## src/rtl/dac_xfer_pkg.sv

```systemverilog
package dac_xfer_pkg;

  // Word index of each write view on the register port.
  typedef enum logic [3:0] {
    V_CTRL   = 4'd0,
    V_SWTRIG = 4'd1,
    V_A_R12  = 4'd2,
    V_A_L12  = 4'd3,
    V_A_R8   = 4'd4,
    V_B_R12  = 4'd5,
    V_B_L12  = 4'd6,
    V_B_R8   = 4'd7,
    V_D_R12  = 4'd8,
    V_D_L12  = 4'd9,
    V_D_R8   = 4'd10
  } view_e;

  // Data alignment applied to a written half-word.
  typedef enum logic [1:0] {
    F_R12 = 2'd0,
    F_L12 = 2'd1,
    F_R8  = 2'd2
  } fmt_e;

  localparam int NCH      = 2;
  localparam int CH_FIELD = 16;  // control bit stride between channels

endpackage

```

## src/rtl/dac_regs.sv

```systemverilog
module dac_regs
  import dac_xfer_pkg::*;
#(
  parameter int CODE_W = 12,
  parameter int SEL_W  = 4,
  parameter int IDX_W  = 4,
  parameter int DATA_W = 32,
  localparam int HALF  = DATA_W / 2,
  localparam int BYTE  = 8
) (
  input  logic                        clk,
  input  logic                        rst_n,
  input  logic                        wr_en,
  input  logic [IDX_W-1:0]            wr_idx,
  input  logic [DATA_W-1:0]           wr_data,
  output logic [NCH-1:0]              ten,
  output logic [NCH-1:0][SEL_W-1:0]   tsel,
  output logic [NCH-1:0]              sw_trig,
  output logic [NCH-1:0]              ld,
  output logic [NCH-1:0][CODE_W-1:0]  ld_data
);

  function automatic logic [CODE_W-1:0] align(fmt_e f, logic [HALF-1:0] h);
    case (f)
      F_L12:   return h[HALF-1 -: CODE_W];
      F_R8:    return {h[BYTE-1:0], {(CODE_W-BYTE){1'b0}}};
      default: return h[CODE_W-1:0];
    endcase
  endfunction

  view_e                      view;
  fmt_e                       fmt;
  logic                       dual;
  logic [NCH-1:0]             tgt;
  logic                       ctrl_we;
  logic [NCH-1:0]             ten_n;
  logic [NCH-1:0][SEL_W-1:0]  tsel_n;
  logic [NCH-1:0]             sw_n;

  assign view = view_e'(wr_idx);

  // Decode the write into target channels and a format.
  always_comb begin
    fmt  = F_R12;
    dual = 1'b0;
    tgt  = '0;
    case (view)
      V_A_R12: begin tgt = 2'b01; fmt = F_R12; end
      V_A_L12: begin tgt = 2'b01; fmt = F_L12; end
      V_A_R8:  begin tgt = 2'b01; fmt = F_R8;  end
      V_B_R12: begin tgt = 2'b10; fmt = F_R12; end
      V_B_L12: begin tgt = 2'b10; fmt = F_L12; end
      V_B_R8:  begin tgt = 2'b10; fmt = F_R8;  end
      V_D_R12: begin tgt = 2'b11; fmt = F_R12; dual = 1'b1; end
      V_D_L12: begin tgt = 2'b11; fmt = F_L12; dual = 1'b1; end
      V_D_R8:  begin tgt = 2'b11; fmt = F_R8;  dual = 1'b1; end
      default: tgt = '0;
    endcase
  end

  // Holding-register load strobes and aligned data.
  always_comb begin
    for (int c = 0; c < NCH; c++) begin
      logic [HALF-1:0] h;
      if (!dual)
        h = wr_data[HALF-1:0];
      else if (fmt == F_R8)
        h = {{(HALF-BYTE){1'b0}}, wr_data[c*BYTE +: BYTE]};
      else
        h = wr_data[c*HALF +: HALF];
      ld[c]      = wr_en & tgt[c];
      ld_data[c] = align(fmt, h);
    end
  end

  // Control and software trigger next state.
  always_comb begin
    ctrl_we = wr_en && (view == V_CTRL);
    for (int c = 0; c < NCH; c++) begin
      ten_n[c]  = wr_data[c*CH_FIELD];
      tsel_n[c] = wr_data[c*CH_FIELD+1 +: SEL_W];
      sw_n[c]   = wr_en && (view == V_SWTRIG) && wr_data[c];
    end
  end

  always_ff @(posedge clk or negedge rst_n) begin
    if (!rst_n) begin
      ten     <= '0;
      tsel    <= '0;
      sw_trig <= '0;
    end else begin
      if (ctrl_we) begin
        ten  <= ten_n;
        tsel <= tsel_n;
      end
      sw_trig <= sw_n;  // one-cycle pulse: cleared once its edge is seen
    end
  end

endmodule

```

## src/rtl/dac_chan.sv

```systemverilog
module dac_chan #(
  parameter int CODE_W = 12,
  parameter int SEL_W  = 4,
  parameter int LAT    = 3,
  localparam int NSRC  = 1 << SEL_W
) (
  input  logic              clk,
  input  logic              rst_n,
  input  logic              ld,
  input  logic [CODE_W-1:0] ld_data,
  input  logic              ten,
  input  logic [SEL_W-1:0]  tsel,
  input  logic [NSRC-1:0]   src,
  output logic [CODE_W-1:0] hold_q,
  output logic [CODE_W-1:0] code,
  output logic              fire
);

  logic             sel_lvl;
  logic             src_prev;
  logic [LAT-1:0]   pipe;
  logic [LAT-1:0]   pipe_n;
  logic             xfer_en;

  assign sel_lvl = src[tsel];
  assign fire    = ten & sel_lvl & ~src_prev;

  generate
    if (LAT == 1) begin : g_lat1
      always_comb pipe_n = fire;
    end else begin : g_latn
      always_comb pipe_n = {pipe[LAT-2:0], fire};
    end
  endgenerate

  assign xfer_en = ~ten | pipe[LAT-1];

  always_ff @(posedge clk or negedge rst_n) begin
    if (!rst_n) begin
      hold_q   <= '0;
      code     <= '0;
      src_prev <= 1'b0;
      pipe     <= '0;
    end else begin
      if (ld)      hold_q <= ld_data;
      if (xfer_en) code   <= hold_q;
      src_prev <= sel_lvl;
      pipe     <= pipe_n;
    end
  end

endmodule

```

## src/rtl/dac_xfer_ctrl.sv

```systemverilog
module dac_xfer_ctrl
  import dac_xfer_pkg::*;
#(
  parameter int CODE_W = 12,
  parameter int SEL_W  = 4,
  parameter int IDX_W  = 4,
  parameter int DATA_W = 32,
  parameter int LAT    = 3,
  localparam int NHW   = (1 << SEL_W) - 1
) (
  input  logic              clk,
  input  logic              rst_n,
  input  logic              wr_en,
  input  logic [IDX_W-1:0]  wr_idx,
  input  logic [DATA_W-1:0] wr_data,
  input  logic [NHW-1:0]    hw_trig,
  output logic [CODE_W-1:0] code_a,
  output logic [CODE_W-1:0] code_b
);

  logic [NCH-1:0]             ten_w;
  logic [NCH-1:0][SEL_W-1:0]  tsel_w;
  logic [NCH-1:0]             sw_w;
  logic [NCH-1:0]             ld_w;
  logic [NCH-1:0][CODE_W-1:0] ld_data_w;
  logic [NCH-1:0][CODE_W-1:0] hold_w;
  logic [NCH-1:0][CODE_W-1:0] code_w;
  logic [NCH-1:0]             fire_w;

  dac_regs #(
    .CODE_W(CODE_W), .SEL_W(SEL_W), .IDX_W(IDX_W), .DATA_W(DATA_W)
  ) u_regs (
    .clk(clk), .rst_n(rst_n), .wr_en(wr_en), .wr_idx(wr_idx), .wr_data(wr_data),
    .ten(ten_w), .tsel(tsel_w), .sw_trig(sw_w), .ld(ld_w), .ld_data(ld_data_w)
  );

  generate
    for (genvar c = 0; c < NCH; c++) begin : g_ch
      dac_chan #(
        .CODE_W(CODE_W), .SEL_W(SEL_W), .LAT(LAT)
      ) u_ch (
        .clk(clk), .rst_n(rst_n),
        .ld(ld_w[c]), .ld_data(ld_data_w[c]),
        .ten(ten_w[c]), .tsel(tsel_w[c]),
        .src({hw_trig, sw_w[c]}),
        .hold_q(hold_w[c]), .code(code_w[c]), .fire(fire_w[c])
      );
    end
  endgenerate

  assign code_a = code_w[0];
  assign code_b = code_w[1];

endmodule

```

## config.mk

```make
export PLATFORM = sky130hd
export DESIGN_NAME = dac_xfer_ctrl
export DESIGN_NICKNAME = d
export VERILOG_FILES = /design/src/rtl/dac_xfer_pkg.sv /design/src/rtl/dac_regs.sv /design/src/rtl/dac_chan.sv /design/src/rtl/dac_xfer_ctrl.sv
export SDC_FILE = /design/constraint.sdc
export NUM_CORES = 1
export LEC_CHECK = 0
export CAP_MARGIN = 20
export CELL_PAD_IN_SITES_DETAIL_PLACEMENT = 0
export CELL_PAD_IN_SITES_GLOBAL_PLACEMENT = 1
export CORE_MARGIN = 2
export CORE_UTILIZATION = 35
export CTS_CLUSTER_SIZE = 10
export DETAILED_ROUTE_END_ITERATION = 10
export HOLD_SLACK_MARGIN = 0.12
export PLACE_DENSITY_LB_ADDON = 0.15
export RECOVER_POWER = 25
export SLEW_MARGIN = 20
export SYNTH_ARGS = -nofsm -noshare
export SYNTH_HDL_FRONTEND = slang
export SYNTH_SLANG_ARGS = --single-unit
```

## constraint.sdc

```tcl
create_clock -name clk -period 1.95 [get_ports clk]
set_clock_uncertainty 0.2 [all_clocks]
set_input_delay 0.39 -clock clk [delete_from_list [all_inputs] [get_ports clk]]
set_output_delay 0.39 -clock clk [all_outputs]
set_load 0.03 [all_outputs]
```

== Word-level counts from Yosys, hierarchy flattened ==
Index checks and enable logic that the tools add are counted.

* Input port bits: 54
* Output and inout bits: 24
* Word-level logic and storage cells: 61
* Bits in registers: 68

* $lt $le $gt $ge: 2
* Equality and inequality tests: 12
* Reductions and logical operators: 10
* Mux-type cells: 13
* Bitwise gates (word level): 12

{| class="wikitable"
|+ Operator list
! cell !! number
|-
| $mux 16 || 4
|-
| $pmux 12 s2 || 2
|-
| $eq 4x3->1 const B || 4
|-
| $reduce_or 3->1 || 5
|-
| $eq 4x4->1 const B || 3
|-
| $lt 4x5->1 const B || 2
|-
| $bmux 1 s4 || 2
|-
| $eq 4x2->1 const B || 2
|-
| $and 1x1->1 || 6
|-
| $pmux 2 s3 || 1
|-
| $eq 4x1->1 const B || 1
|-
| $logic_and 1x1->1 || 4
|-
| $logic_not 4->1 || 1
|-
| $not 1->1 || 4
|-
| $pmux 2 s2 || 1
|-
| $mux 1 || 3
|-
| $eq 2x1->1 const B || 1
|-
| $eq 2x2->1 const B || 1
|-
| $or 1x1->1 || 2
|}

== Depth between registers and ports, before layout ==
Gate-level depths: netlist of run 1.

* Depth after elaboration: 7
* Mapped depth: 10
* Depth with buffers taken out: 9

== Modules after synthesis ==
Synthesis of run 1 repeated with hierarchy kept, for this count alone.

* Cells, all modules: 312
* Area total of the unflattened synthesis: 3692.3 um^2

{| class="wikitable"
|+ By module, submodules not included
! module !! seq. area each (um^2) !! times used !! area each (um^2) !! cells each
|-
| dac_chan || 700.7 || 2 || 1144.8 || 67
|-
| dac_regs || 300.3 || 1 || 1402.6 || 178
|}

== Worst setup path after synthesis of run 1 ==
Ideal clock, no wire load.

* Path kind: in2reg
* Start point: input port wr_idx[2]
* End point: register g_ch[1].u_ch.hold_q[7]
* Data arrival time: 2.130 ns
* Path slack: -0.461 ns
* Path buffers: 2
* Cell stages on the path: 9
* Required time: 1.669 ns
* Library setup time: 0.081 ns
* Cells stage by stage: nand2b_4 buf_2 o22a_1 ha_1 buf_2 nor2b_1 nand2_1 mux4_2 a31oi_2

* Cells in the longest elaborated chain, start to end: 7
* Elaborated cells on any way between the ends: 23
* Those cells by class: 11 x eq/ne; 6 x mux; 1 x bitwise; 5 x reduce/logical

{| class="wikitable"
|+ RTL lines
! item !! line !! RTL
|-
| start, declared || dac_xfer_ctrl.sv:14 || <nowiki>input logic [IDX_W-1:0] wr_idx,</nowiki>
|-
| $eq 4x3->1 (tied with other cells) || dac_regs.sv:47 || <nowiki>case (view)</nowiki>
|-
| $reduce_or 3->1 (no line) || n/a ||
|-
| $pmux 2 s2 || dac_regs.sv:47 ||
|-
| $eq 2x2->1 || dac_regs.sv:24, dac_regs.sv:67 ||
|-
| $mux 16 || dac_regs.sv:67 || <nowiki>else if (fmt == F_R8)</nowiki>
|-
| $mux 16 || dac_regs.sv:65 || <nowiki>if (!dual)</nowiki>
|-
| $pmux 12 s2 || dac_regs.sv:24 || <nowiki>case (f)</nowiki>
|-
| end signal, assigned || dac_chan.sv:45 || <nowiki>if (ld) hold_q <= ld_data;</nowiki>
|-
| end, declared || dac_chan.sv:14 || <nowiki>output logic [CODE_W-1:0] hold_q,</nowiki>
|}

Parallel ways exist; a longest one is shown, timed or not.
A chain may end at the register's enable or synchronous reset.

== Worst setup path after layout of run 1 ==
* Start point: input port wr_idx[1]
* End point: register g_ch[1].u_ch.hold_q[7]

Same word-level chain as after synthesis.

==> impl_results.md, run 1 <==
- Initial antenna violation count: 0
- F_max: around 480 MHz
- Ys flop type: dfrtp_1
- DR pass1 iterations: 4
- RSZ-0062 raised after global routing: yes
- #FFs+latches synth: 68
- Post-synth cell types: 45
- P_int: roughly 3.4 mW
- Failing checks: negative setup slack
- Worst min-delay path class: flop to flop
- Routed via count: 3122
- Worst-Margin Slew: between 900 and 1000 ps
- ANT cells: 0
- Share of layout cells above drive strength 1: 37.3%
- Critical Path Start Type: input port
- Std-Cell Rows: 37
- Die Wd: 106 um
- Slew margin rel.: approximately two fifths
- Area growth syn-to-layout: 48.6%
- Fin util: between 50% and 60%
- Clock Sinks: 68
- Commonest non-fill, non-tap cells in the layout: 67 x dfrtp_1, 51 x buf_4, 48 x clkdlybuf4s50_1
- Vias per cell: approximately 5.3
- CTS tree: built
- Sw frac: 34.9%
- GRT overflow: 0
- First-pass GRT wire length: ~17000 um
- Residual DRC: 0
- Hold_ws: 153 ps
- Ys Warns: 0
- R2R Setup Slk: roughly 190 ps
- Leading area contributor after synthesis: dfrtp_1
- Critical Path RT: approximately 2000 ps
- Vias in the first global route: 3172
- CP arrival: between 2000 and 2500 ps
- Final setup vio count: 12
- Sequential share of the synthesized area: between 40% and 50%
- Power per cell area: 950 nW/um^2
- Final hold vios: 0
- Starting Density: around 36%
- Cells after synthesis: roughly 320
- Post-route antenna net violation count: 0
- EDFF count, synth: 0
- Psw: ~1.8 mW
- Clock Pin Slew Worst Setup and Hold Paths: about 70 ps
- GR Util All Layers: 19.5%
- IO Pins: 78
- Hpwl dp: about 8000 um
- Synthesized Nets: approximately 370
- Slowest-stage cell, CP: mux4_2
- Number of nets in the layout: slightly above 500
- Largest net degree at the start of global routing: slightly below 70
- Root Buffer: clkbuf_8
- Total core area: ~10000 um^2
- Critical Path Max Stage Delay: between 400 and 500 ps
- Iter 0 DRT Violations: 191
- Post-synth ARST share: 100%
- Mapped cell area: 3660 um^2
- Mean area per synthesized cell: between 10 and 15 um^2
- Sequential share of power: 40.7%
- Fin crit share: 107%
- GPL Wtd Cong: about 0.81
- Synth area leaders: dfrtp_1 46%, mux2_2 14%, mux4_2 4.9%
- Static Leak: roughly 2.3 nW
- VDD IR max: approximately 0.43 mV
- Die Y: 106 um
- CP Cell Sequence: buf_8 -> or2b_1 -> o22a_1 -> buf_6 -> inv_4 -> ha_4 -> nor2b_4 -> nand2_1 -> mux4_2 -> a31oi_2
- Status: finished with violations
- CP max FO: 5
- Port buffer count: 77
- Commonest non-fill, non-tap cell in the layout: dfrtp_1
- WS Path Type: input port to flop
- CTS Buf Count: 9
- Max-Cap Viols: 0
- Clock Power Share: about a fifth
- Worst setup margin: -138 ps
- Tmin final: 2090 ps
- Routed len/inst: around 18 um
- Max Slew Vio Count: 0
- Worst-Skew Late Latency: 340 ps
- Max clock buf depth: 2
- Comb power frac: 40.1%
- CTS H-tree depth: 3
- Top cell type's share of synthesized area: 46.5%
- CP endpoint kind: flop
- Die area: roughly 11000 um^2
- Total wire length: 10600 um
## flip-flops by register name, indices dropped and copies added (netlist names)
signal	count
g_ch.u_ch.code	24
g_ch.u_ch.hold_q	24
g_ch.u_ch.pipe	6
g_ch.u_ch.src_prev	2
u_regs.sw_trig	2
u_regs.ten	2
u_regs.tsel	8
## final timing paths
kind                                           start                      to  depth (start not counted)
min in group asynchronous                      rst_n    g_ch[0].u_ch.pipe[2]                          3
worst max-delay path                       wr_idx[1]  g_ch[1].u_ch.hold_q[7]                         10
worst max register to register        u_regs.tsel[0]    g_ch[0].u_ch.pipe[0]                          4
worst min register to register  g_ch[0].u_ch.pipe[1]    g_ch[0].u_ch.pipe[2]                          0
worst min-delay path            g_ch[0].u_ch.pipe[1]    g_ch[0].u_ch.pipe[2]                          0
max in group asynchronous                      rst_n          u_regs.tsel[0]                          3
## power by group through the flow
| stage | Clock, mW | Combinational (mW) | Sequential (mW) |
|---|---|---|---|
| 3_5_place_dp | 0 | 2.14 | 2.15 |
| 2_1_floorplan | 0 | 0.827 | 2.53 |
| 3_3_place_gp | 0 | 2.12 | 2.13 |
| 5_1_grt | 1.09 | 2.22 | 2.17 |
| 4_1_cts | 1.04 | 2.06 | 2.11 |
| 6_report | 0.995 | 2.07 | 2.10 |
## stage by stage
stage / std cells / total power [mW] / setup TNS (ps) / cell area, um^2 / setup WS [ps]
2_1_floorplan: 316 / 3.35 / -5230 / 3720 / -266
4_1_cts: 583 / 5.21 / -478 / 5320 / -108
3_3_place_gp: 560 / 4.26 / -24270 / 4970 / -1000
3_5_place_dp: 560 / 4.28 / -25260 / 4970 / -1040
5_1_grt: 586 / 5.49 / -1460 / 5440 / -209
6_report: 586 / 5.17 / -637 / 5440 / -138
## critical path, delay by kind of cell
| family | cells | cell delay (ps) |
|---|---|---|
| adders and majority gates | 1 | 150 |
| and+or+nand+nor | 3 | 480 |
| buffers and inverters | 3 | 290 |
| AOI/OAI and AO/OA | 2 | 380 |
| muxes | 1 | 450 |
## cell type report
| type | count | area (um^2) |
|---|---|---|
| Clock buffer | 11 | 151 |
| Sequential cell | 68 | 1700 |
| Fill cell | 930 | 4790 |
| Tap cell | 136 | 170 |
| Clock inverter | 2 | 12.5 |
| Multi-Input combinational cell | 219 | 2000 |
| Inverter | 6 | 25.0 |
| Timing Repair Buffer | 144 | 1380 |
## logic make-up (layout without fill, tap and decap cells)
| family | Yosys count | in the layout | share of synthesized area [%] |
|---|---|---|---|
| adder cells (fa/ha/maj) | 2 | 2 | 0.684 |
| multiplexers | 65 | 65 | 22.5 |
| AND/OR/NAND/NOR | 54 | 54 | 8.27 |
| XOR/XNOR | 1 | 1 | 0.239 |
| buffers and inverters | 29 | 163 | 3.73 |
| AO/OA/AOI/OAI | 97 | 97 | 18.1 |
| flip-flops | 68 | 68 | 46.5 |
## synth_stat cells, types with 2 or more instances
master	n
a41oi_1	3
a211o_1	5
or2b_1	3
a21boi_0	7
a21oi_1	16
buf_1	2
o211ai_1	11
a22o_1	3
a211oi_1	2
dfrtp_1	68
ha_1	2
a21o_1	3
mux2_2	46
nor2b_1	4
mux2i_1	10
clkbuf_1	9
a22oi_1	11
nand2b_1	3
nor4b_1	4
and2_1	3
o21ai_0	19
a31oi_1	8
inv_1	6
nand2_1	14
buf_2	10
o22ai_1	2
nor2_1	5
nand3_1	13
mux4_2	8
## what timing repair did
item                                    4_1_cts  5_1_grt
gates resized for setup                      73       29
endpoints found under the setup margin       46       26
hold buffers                                  1        0
pin swaps                                    19       18
endpoints found under the hold margin        68        0
gates cloned                                  1        0
buffers inserted                              8        3
## routing by layer
metal / share of wire (%) / wire length, um / track usage, % / up-vias
li1: - / - / - / 1464
met1: 44 / 4690 / 26.4 / 1555
met2: 50 / 5260 / 32.5 / 97
met3: 5.4 / 574 / 3.92 / 6
met4: 0.82 / 87 / 4.23 / 0
met5: 0 / 0 / 0 / -
No activity file was read; power rests on OpenSTA's default activity.
==> run 2: changes to the inputs <==
CTS_CLUSTER_DIAMETER = 60   (was default)
GPL_TIMING_DRIVEN = 0   (was default)
==> run 2 against run 1 <==
The run still ends with negative setup slack left; final cell count down 5.8%; routed wire length decreased by 3.7%; sequential power about the same; fmax increased by 0.65%; critical path depth down 1; non-clock buffer count fell by 36; register-to-register slack lost 50 ps; global-route usage is 0.49 points lower; die area stayed put; worst setup slack gained 13 ps; clock power up 5%; critical path type unchanged.
==> impl_results.md, run 2 (synthesis results as in run 1) <==
- Status: finished with violations
- Failing checks: negative setup slack
- Vias per cell: 5.43 (+1.9%)
- Design Area, Final: 5010 um^2 (-7.9%)
- Max clock buf depth: 2 (unchanged)
- Die area: 11300 um^2 (unchanged)
- Psw: 1.81 mW (+0.31%)
- Std-Cell Rows: 37 (unchanged)
- DR pass1 iterations: 4 (unchanged)
- WS Path Type: input port to flop
- M2 GR Usage: 29.8% (-2.7 points)
- Comb power frac: 38.4% (-1.7 points)
- CTS H-tree depth: 3 (unchanged)
- Setup TNS: -574 ps (+63.0 ps)
- CP arrival: 2140 ps (about the same)
- Routing usage on met1: 25.5% (-0.97 points)
- Port buffer count: 76 (-1.3%)
- Clock Sinks: 68 (unchanged)
- Post-route antenna net violation count: 0 (unchanged)
- Worst-Margin Slew: 669 ps (-244 ps)
- Hpwl dp: 7570 um (-5.2%)
- Commonest non-fill, non-tap cell in the layout: dfrtp_1
- First-pass GRT wire length: 16300 um (-3.4%)
- P_int: 3.28 mW (-2.6%)
- Clock Power Share: 20.4% (+1.1 points)
- Total wire length: 10200 um (-3.7%)
- GRT overflow: 0 (unchanged)
- Max Slew Vio Count: 0 (unchanged)
- Top flop regs: g_ch.u_ch.code x24, g_ch.u_ch.hold_q x24, u_regs.tsel x8
- ANT cells: 0 (unchanged)
- GR Util All Layers: 19.0% (-0.49 points)
- Met3 usage: 4.78% (+0.86 points)
- GPL Wtd Cong: 0.815 (about the same)
- Vias in the first global route: 3059 (-3.6%)
- Worst-Skew Late Latency: 350 ps (about the same)
- Sw frac: 35.5% (+0.66 points)
- Largest net degree at the start of global routing: 42 (-39%)
- CP endpoint kind: flop
- Critical Path Start Type: input port
- Starting Density: 35.8% (unchanged)
- Number of nets in the layout: 468 (-7.1%)
- Iter 0 DRT Violations: 208 (+8.9%)
- Fin crit share: 106% (-0.69 points)
- Initial antenna violation count: 0 (unchanged)
- Sequential share of power: 41.2% (+0.5 points)
- GRT Max-Usage Layer: met2
- Routed via count: 2997 (-4.0%)
- Tmin final: 2070 ps (-13.5 ps)
- CP max FO: 5 (unchanged)
- Share of layout cells above drive strength 1: 31.0% (-6.3 points)
- Commonest non-fill, non-tap cells in the layout: 66 x dfrtp_1, 46 x mux2_2, 45 x clkdlybuf4s50_1
- Die Y: 106 um (unchanged)
- Die Wd: 106 um (unchanged)
- Root Buffer: clkbuf_8
- Routed len/inst: 18.5 um (+2.2%)
- VDD IR max: 0.444 mV (+3.8%)
- Residual DRC: 0 (unchanged)
- F_max: 482 MHz (+0.65%)
- Final setup vio count: 11 (-1)
- CTS tree: built
- CTS Buf Count: 9 (unchanged)
- Area growth syn-to-layout: 36.9%
- Slew margin rel.: 55.4% (+16 points)
- Worst min-delay path class: flop to flop
- Post-place instance area: 4670 um^2 (-6.1%)
- Critical Path RT: 2010 ps (about the same)
- Worst setup margin: -124 ps (+13.5 ps)
- Final hold vios: 0 (unchanged)
- Max-Cap Viols: 0 (unchanged)
- RSZ-0062 raised after global routing: yes
- Static Leak: 2.02 nW (-11%)
- IO Pins: 78 (unchanged)
- Clock Pin Slew Worst Setup and Hold Paths: 70 ps (about the same)
- Total core area: 10200 um^2 (unchanged)
- Power per cell area: 1020 nW/um^2 (+6.9%)
run 2: changes by cell type in the layout (fill, tap and decap cells not counted), sizes merged, moves of 2 or more:
cell and delta:
buf -43, clkbuf +8, clkdlybuf4s50 -3, dlygate4sd2 +2
dlygate4sd3 +2, dlymetal6s2s -2
run 2: path summary, 6_finish.rpt:
check	endpoint	start	depth (start not counted)	slack [ps]
worst max-delay path	g_ch[1].u_ch.hold_q[7]	wr_idx[3]	9	-120
worst min-delay path	g_ch[0].u_ch.pipe[1]	g_ch[0].u_ch.pipe[0]	0	150
worst max register to register	g_ch[0].u_ch.pipe[0]	u_regs.tsel[0]	4	140
worst min register to register	g_ch[0].u_ch.pipe[1]	g_ch[0].u_ch.pipe[0]	0	150
max in group asynchronous	u_regs.tsel[6]	rst_n	3	150
min in group asynchronous	g_ch[0].u_ch.pipe[2]	rst_n	2	410
run 2: final cells by class:
type                    count  area, um^2
fillers                   973        5220
multi-input cells         219        1960
flip-flops and latches     68        1700
repair buffers             87         821
well taps                 136         170
plain buffers              21         160
clock buffers              11         151
clock inverters             4        25.0
inverters                   6        22.5
run 2: layer usage:
layer	wire length, um	up-vias
met5	0	-
met4	227	0
met3	567	17
met2	4830	103
li1	-	1390
met1	4580	1487
run 2: timing repair:
item,in CTS,in global routing
hold endpoints to repair,27,0
buffers inserted,6,2
resized for setup,69,21
pin swaps,11,3
cloned,1,0
setup endpoints to repair,58,27
hold buffers,1,0
run 2: critical path, stage by stage:
cell	delay (ps)
buf_8	100
or2b_1	220
o22a_2	270
inv_2	70
ha_4	140
nor2b_4	190
nand2_1	70
mux4_2	480
a31oi_2	190
run 2: metrics by stage:
step / instances / worst slack [ps] / power (mW) / hold WS, ps / utilization [%]
after floorplan: 316 / -266 / 3.35 / -106 / -
after global placement: 528 / -1980 / 4.17 / 135 / 45.5
after detailed placement: 529 / -1170 / 4.21 / 138 / 45.7
after CTS: 550 / -107 / 5.14 / 155 / 48.3
after global routing: 552 / -167 / 5.41 / 160 / 49.0
final: 552 / -124 / 5.09 / 151 / 49.0
run 2: power by group through the flow:
stage / combinational (mW) / sequential [mW] / clock [mW]
floorplan: 0.827 / 2.53 / 0
global placement: 2.04 / 2.13 / 0
detailed placement: 2.06 / 2.14 / 0
CTS: 1.95 / 2.11 / 1.08
global route: 2.10 / 2.17 / 1.14
finish: 1.96 / 2.10 / 1.04
